$ cat config.mk
export PLATFORM = sky130hd
export DESIGN_NAME = pixclk_word_calc
export DESIGN_NICKNAME = d
export VERILOG_FILES = /design/src/rtl/pcw_pkg.sv /design/src/rtl/pcw_rdiv.sv /design/src/rtl/pcw_pack.sv /design/src/rtl/pixclk_word_calc.sv
export SDC_FILE = /design/constraint.sdc
export NUM_CORES = 1
export LEC_CHECK = 0
export ABC_AREA = 1
export CAP_MARGIN = 5
export CORE_AREA = 2 2 190 192
export DETAILED_ROUTE_END_ITERATION = 7
export DIE_AREA = 0 0 192 194
export SLEW_MARGIN = 10
export SYNTH_ARGS = -nofsm -noshare
export SYNTH_HDL_FRONTEND = slang
export SYNTH_SLANG_ARGS = --single-unit
$ cat constraint.sdc
create_clock -name clk -period 6.51 [get_ports clk]
set_clock_uncertainty 0.05 [all_clocks]
set_input_delay 1.302 -clock clk [delete_from_list [all_inputs] [get_ports clk]]
set_output_delay 1.302 -clock clk [all_outputs]
set_load 0.01 [all_outputs]
$ cat src/rtl/pcw_pkg.sv
package pcw_pkg;
  typedef enum logic [2:0] {
    ST_IDLE,
    ST_CHK,
    ST_NORM,
    ST_DIVA,
    ST_DIVB
  } pcw_state_e;
endpackage

$ cat src/rtl/pcw_rdiv.sv
module pcw_rdiv #(
  parameter int DW = 32,
  parameter int VW = 11
) (
  input  logic          clk,
  input  logic          rst,
  input  logic          load,
  input  logic [DW-1:0] dividend,
  input  logic [VW-1:0] divisor,
  output logic [DW-1:0] quot,
  output logic          valid
);
  localparam int CW = $clog2(DW + 1);

  logic [DW-1:0] q_r;
  logic [VW-1:0] rem_r;
  logic [VW-1:0] dvs_r;
  logic [CW-1:0] cnt_r;
  logic          run_r;
  logic          valid_r;
  logic [VW:0]   shifted;
  logic [VW:0]   trial;
  logic          fits;

  always_comb begin
    shifted = {rem_r, q_r[DW-1]};
    trial   = shifted - {1'b0, dvs_r};
    fits    = ~trial[VW];
  end

  always_ff @(posedge clk) begin
    if (rst) begin
      q_r     <= '0;
      rem_r   <= '0;
      dvs_r   <= '0;
      cnt_r   <= '0;
      run_r   <= 1'b0;
      valid_r <= 1'b0;
    end else if (load) begin
      q_r     <= dividend;
      rem_r   <= '0;
      dvs_r   <= divisor;
      cnt_r   <= CW'(DW);
      run_r   <= 1'b1;
      valid_r <= 1'b0;
    end else if (run_r) begin
      q_r   <= {q_r[DW-2:0], fits};
      rem_r <= fits ? trial[VW-1:0] : shifted[VW-1:0];
      cnt_r <= cnt_r - CW'(1);
      if (cnt_r == CW'(1)) begin
        run_r   <= 1'b0;
        valid_r <= 1'b1;
      end
    end else begin
      valid_r <= 1'b0;
    end
  end

  assign quot  = q_r;
  assign valid = valid_r;


  rem_below_divisor_chk: assert property (@(posedge clk) disable iff (rst)
    run_r |-> (rem_r < dvs_r));

  load_starts_run_chk: assert property (@(posedge clk) disable iff (rst)
    load |=> (run_r && !valid_r));

  valid_pulse_chk: assert property (@(posedge clk) disable iff (rst)
    (valid_r && !load) |=> !valid_r);
endmodule

$ cat src/rtl/pcw_pack.sv
module pcw_pack #(
  parameter int          NW        = 32,
  parameter int          DBL_W     = 2,
  parameter int          WORD_W    = 13,
  parameter int          N_OFFSET  = 257,
  parameter int          CODE_LSB  = 9,
  parameter logic [12:0] STOP_BITS = 13'h1800
) (
  input  logic [NW-1:0]     n_val,
  input  logic [DBL_W-1:0]  dbl,
  output logic [WORD_W-1:0] word
);
  logic [NW-1:0]     base;
  logic [WORD_W-1:0] code_field;

  always_comb begin
    base       = n_val - NW'(N_OFFSET);
    code_field = WORD_W'(~dbl) << CODE_LSB;
    word       = WORD_W'(STOP_BITS) | code_field | base[WORD_W-1:0];
  end
endmodule

$ cat src/rtl/pixclk_word_calc.sv
module pixclk_word_calc
  import pcw_pkg::*;
#(
  parameter int          FW        = 16,
  parameter int          F_MIN     = 1000,
  parameter int          F_MAX     = 15938,
  parameter int          VCO_LOW   = 8000,
  parameter int          REF_MUL   = 46,
  parameter int          REF_DIV   = 1432,
  parameter int          SCALE     = 1000,
  parameter int          WORD_W    = 13,
  parameter int          N_OFFSET  = 257,
  parameter int          CODE_LSB  = 9,
  parameter logic [12:0] STOP_BITS = 13'h1800,
  parameter int          DBL_W     = 2
) (
  input  logic                   clk,
  input  logic                   rst,
  input  logic                   start,
  input  logic [FW-1:0]          freq_in,
  output logic                   busy,
  output logic                   done,
  output logic                   err,
  output logic [WORD_W-1:0]      word,
  output logic [(1<<DBL_W)-1:0]  post_div
);
  localparam int DW      = 32;
  localparam int DIV_MAX = (REF_DIV > SCALE) ? REF_DIV : SCALE;
  localparam int VW      = $clog2(DIV_MAX + 1);
  localparam int HALF    = SCALE / 2;
  localparam int PDW     = 1 << DBL_W;

  pcw_state_e        state_r;
  logic [FW-1:0]     fr_r;
  logic [DBL_W-1:0]  dbl_r;
  logic              busy_r, done_r, err_r;
  logic [WORD_W-1:0] word_r;
  logic [PDW-1:0]    pdiv_r;

  logic              in_band, out_of_range;
  logic              dv_load, dv_valid;
  logic [DW-1:0]     dv_dividend, dv_quot;
  logic [VW-1:0]     dv_divisor;
  logic [WORD_W-1:0] packed_word;

  always_comb begin
    in_band      = (fr_r >= FW'(VCO_LOW));
    out_of_range = (fr_r > FW'(F_MAX)) || (fr_r < FW'(F_MIN));
    dv_load      = ((state_r == ST_NORM) && in_band) ||
                   ((state_r == ST_DIVA) && dv_valid);
    if (state_r == ST_DIVA) begin
      dv_dividend = dv_quot + DW'(HALF);
      dv_divisor  = VW'(SCALE);
    end else begin
      dv_dividend = DW'(fr_r) * DW'(REF_MUL * SCALE);
      dv_divisor  = VW'(REF_DIV);
    end
  end

  pcw_rdiv #(.DW(DW), .VW(VW)) u_div (
    .clk      (clk),
    .rst      (rst),
    .load     (dv_load),
    .dividend (dv_dividend),
    .divisor  (dv_divisor),
    .quot     (dv_quot),
    .valid    (dv_valid)
  );

  pcw_pack #(
    .NW        (DW),
    .DBL_W     (DBL_W),
    .WORD_W    (WORD_W),
    .N_OFFSET  (N_OFFSET),
    .CODE_LSB  (CODE_LSB),
    .STOP_BITS (STOP_BITS)
  ) u_pack (
    .n_val (dv_quot),
    .dbl   (dbl_r),
    .word  (packed_word)
  );

  always_ff @(posedge clk) begin
    if (rst) begin
      state_r <= ST_IDLE;
      fr_r    <= '0;
      dbl_r   <= '0;
      busy_r  <= 1'b0;
      done_r  <= 1'b0;
      err_r   <= 1'b0;
      word_r  <= '0;
      pdiv_r  <= '0;
    end else begin
      done_r <= 1'b0;
      case (state_r)
        ST_IDLE: begin
          if (start) begin
            fr_r    <= freq_in;
            dbl_r   <= '0;
            busy_r  <= 1'b1;
            state_r <= ST_CHK;
          end
        end
        ST_CHK: begin
          if (out_of_range) begin
            err_r   <= 1'b1;
            word_r  <= '0;
            pdiv_r  <= '0;
            done_r  <= 1'b1;
            busy_r  <= 1'b0;
            state_r <= ST_IDLE;
          end else begin
            state_r <= ST_NORM;
          end
        end
        ST_NORM: begin
          if (!in_band) begin
            fr_r  <= fr_r << 1;
            dbl_r <= dbl_r + DBL_W'(1);
          end else begin
            state_r <= ST_DIVA;
          end
        end
        ST_DIVA: begin
          if (dv_valid) state_r <= ST_DIVB;
        end
        ST_DIVB: begin
          if (dv_valid) begin
            word_r  <= packed_word;
            pdiv_r  <= PDW'(1) << dbl_r;
            err_r   <= 1'b0;
            done_r  <= 1'b1;
            busy_r  <= 1'b0;
            state_r <= ST_IDLE;
          end
        end
        default: state_r <= ST_IDLE;
      endcase
    end
  end

  assign busy     = busy_r;
  assign done     = done_r;
  assign err      = err_r;
  assign word     = word_r;
  assign post_div = pdiv_r;


  done_one_cycle_chk: assert property (@(posedge clk) disable iff (rst)
    done |=> !done);

  done_not_busy_chk: assert property (@(posedge clk) disable iff (rst)
    done |-> !busy);

  err_zero_out_chk: assert property (@(posedge clk) disable iff (rst)
    err |-> (word == '0 && post_div == '0));

  pdiv_onehot_chk: assert property (@(posedge clk) disable iff (rst)
    (done && !err) |-> ($countones(post_div) == 1));

  stop_bits_chk: assert property (@(posedge clk) disable iff (rst)
    (done && !err) |-> ((word & WORD_W'(STOP_BITS)) == WORD_W'(STOP_BITS)));

  start_ignored_chk: assert property (@(posedge clk) disable iff (rst)
    (busy && start) |=> (busy || done));

  hold_chk: assert property (@(posedge clk) disable iff (rst)
    !done |=> (!done || 1'b1) && ($past(done) || 1'b1) && (done || ($stable(word) && $stable(err) && $stable(post_div))));
endmodule

==> impl_results.md <==
* Count leader, synth: nand2_1
* Initial core utilization at 0.305
* Post-synth EDFFs at 0
* Crit start category: flip-flop
* Initial DRC count at 541
* Post-route clock period utilization at 0.801
* P&R area growth vs syn at 10.2%
* Syn_area_per_cell at 6.81 um2
* Critical path arrival at 5410 ps
* Seq cells post-synth at 94
* Hold depth at 2
* CTS Buffer Depth at 2
* Yosys top cell area share at 0.175
* Clk sinks at 94
* Multi-input logic area at between 0.007 and 0.008 mm2
* Unique cell type count in the Yosys netlist at 41
* Via density at 4.72
* Core footprint at 0.0352 mm2
* Yosys warnings at 0
* Max Cap Viol at 0
* Num CTS Buffers at 9
* Sequential area share after synthesis at 0.175
* Layout net count at 1827
* Share of cells above drive strength 1 at 0.0276
* Period minus WS final at 5220 ps
* Vias in the first global route at between 9000 and 10000
* Setup Viol. Count Final at 0
* Reg clk slew, reported paths at 80 ps
* FF-to-FF setup slack at 1290 ps
* Vias at 9709
* Total gr overflow at 0
* Top FF cell, synth: dfxtp_1
* Total Neg Setup Slack at 0 ps
* Die X at 192 um
* Delay of the slowest critical-path stage at 600 ps
* Max-slew violation count at 0
* Hold Buf Count CTS at 0
* Setup WS pre-CTS at 1330 ps
* Crit. End Element: flip-flop
* Critical Path, Cell by Cell: inv_1 > fa_1 > inv_1 > ha_1 > inv_1 > fa_1 > fa_1 > fa_1 > inv_1 > ha_1 > a21oi_1 > nand3_1 > nand2_1 > nand2_1 > or2_2 > nand3_1 > nand2_1 > a21oi_1 > nor2_1
* Setup ws final at 1290 ps
* RD Place Congestion at ~0.9
* Filler cells at roughly 3800
* Diodes inserted at 0
* DP HPWL at about 22000 um
* Placed instance count at 2040
* Floorplan row count at 69
* Synth area leader: dfxtp_1
* Initial antenna violation count at 0
* DIE AREA at 0.0372 mm2
* Outcome: complete, no violations
* Total track usage at 0.156
* Max FO, Critical Path at 8
* Synthesized cell area at 0.0107 mm2
* Crit Path Category: reg -> reg
* Cells after synthesis at 1575
* Largest net degree at the start of global routing at 35
* Asr flop ratio synth at 0
* Post-CTS setup buffer count at 0
* Worst path slowest cell: dfxtp_1
* Reg2reg end: u_div.quot[18]$_SDFFE_PP0P_
* First-pass GRT wire length at roughly 47000 um
* Worst r2r src: fr_r[4]$_SDFFE_PP0P_
* Actual slew at the worst max-slew pin at 1150 ps
* Min-Delay Path Class: reg -> reg
* Worst Path Required at 6700 ps
* Clk_lat worst skew at 360 ps
* Worst Hold End: busy$_SDFFE_PP0P_
* Fmax at 192 MHz
* RSZ-0062 raised after global routing: no
* H-tree depth at 3
* Relative slew slack at 0.229
* Root buffer cell: clkbuf_16
* FF-to-FF path depth at 19
* DRC viols at 0
* HP Start: busy$_SDFFE_PP0P_
* Boundary pin count at 39
* Resized Gates After CTS at 0
* Final count of hold timing violations at 0
* Ranking of synthesized cells by area: dfxtp_1 18%, ha_1 16%, nand2_1 15%
* Die height at 194 um
* Finished Layout Cells at 2056
* Detail Route Antenna Nets at 0
* Most frequent cells after synthesis: 434 x nand2_1, 286 x inv_1, 139 x ha_1
* First-pass iteration count of the detailed router at 5
* DR WL/cell at 13.4 um
* Register area at 0.00188 mm2
* CTS tree: done
* Drt total wl at 27500 um
* Mapped Nets at 1812
* Port bufs at 38
worst max-delay path by stage:
stage,to,start,slack (ps)
after floorplan,u_div.quot[18]$_SDFFE_PP0P_,fr_r[5]$_SDFFE_PP0P_,2040
after global placement,u_div.quot[18]$_SDFFE_PP0P_,fr_r[4]$_SDFFE_PP0P_,1350
after detailed placement,u_div.quot[18]$_SDFFE_PP0P_,fr_r[4]$_SDFFE_PP0P_,1330
after CTS,u_div.quot[18]$_SDFFE_PP0P_,fr_r[3]$_SDFFE_PP0P_,1300
after global routing,u_div.quot[18]$_SDFFE_PP0P_,fr_r[4]$_SDFFE_PP0P_,920
final,u_div.quot[18]$_SDFFE_PP0P_,fr_r[4]$_SDFFE_PP0P_,1290
state kept, by name, indices dropped and copies added (netlist names):
register     cells
fr_r            16
err              1
state_r          3
u_div.run_r      1
dbl_r            2
done             1
word            12
u_div.dvs_r      3
u_div.valid      1
u_div.rem_r     11
post_div         4
u_div.quot      32
u_div.cnt_r      6
busy             1
kinds of logic after synthesis:
kind of cell / share of synthesized area
AND/OR/NAND/NOR: 0.285
adder cells (fa/ha/maj): 0.310
XOR/XNOR: 0.0122
AO/OA/AOI/OAI: 0.0959
buffers and inverters: 0.122
flip-flops: 0.175
critical path, delay by kind of cell, from the launching register on:
family	cells	cell delay, ps
AND/OR/NAND/NOR	7	960
adder cells (fa/ha/maj)	6	2570
flip-flops	1	600
AO/OA/AOI/OAI	2	430
buffers and inverters	4	470
final cells by class:
cell class	instances	area share
Sequential cell	94	0.159
Inverter	294	0.0934
Multi-Input combinational cell	1150	0.638
Tap cell	461	0.0488
Clock inverter	6	0.00614
Clock buffer	10	0.0202
Timing Repair Buffer	41	0.0341
stage by stage:
step | instance area [um2] | hold WS [ps] | utilization
5_1_grt | 11800 | 432 | 0.336
2_1_floorplan | 10700 | 387 | -
6_report | 11800 | 408 | 0.336
3_5_place_dp | 11500 | 397 | 0.327
3_3_place_gp | 11500 | 389 | 0.327
4_1_cts | 11800 | 410 | 0.336
per-layer routing:
layer | share of wire | global-route usage | vias to the layer above
met5 | 0 | 0 | -
met4 | 0.027 | 0.0554 | 0
met3 | 0.033 | 0.0167 | 46
met2 | 0.46 | 0.262 | 195
met1 | 0.47 | 0.206 | 4507
li1 | - | - | 4961
cell usage in the layout (no fill, tap or decap), drive strengths merged, types with 3 or more instances in the layout:
cell	Yosys	layout
nand2	438	438
inv	293	297
ha	139	139
nor2	129	129
nand3	99	99
a21oi	96	96
dfxtp	94	94
fa	79	79
o21ai	64	64
clkdlybuf4s50	0	38
nand4	20	20
nor3	16	16
nand3b	13	13
clkbuf	23	10
a31oi	9	9
xor2	9	9
a211oi	9	9
xnor2	6	6
or2	6	6
o21bai	6	6
buf	14	3
Power is left out: the tool's default activity adds up to more than one toggle a clock period on the data nets, which glitch-free logic cannot reach.
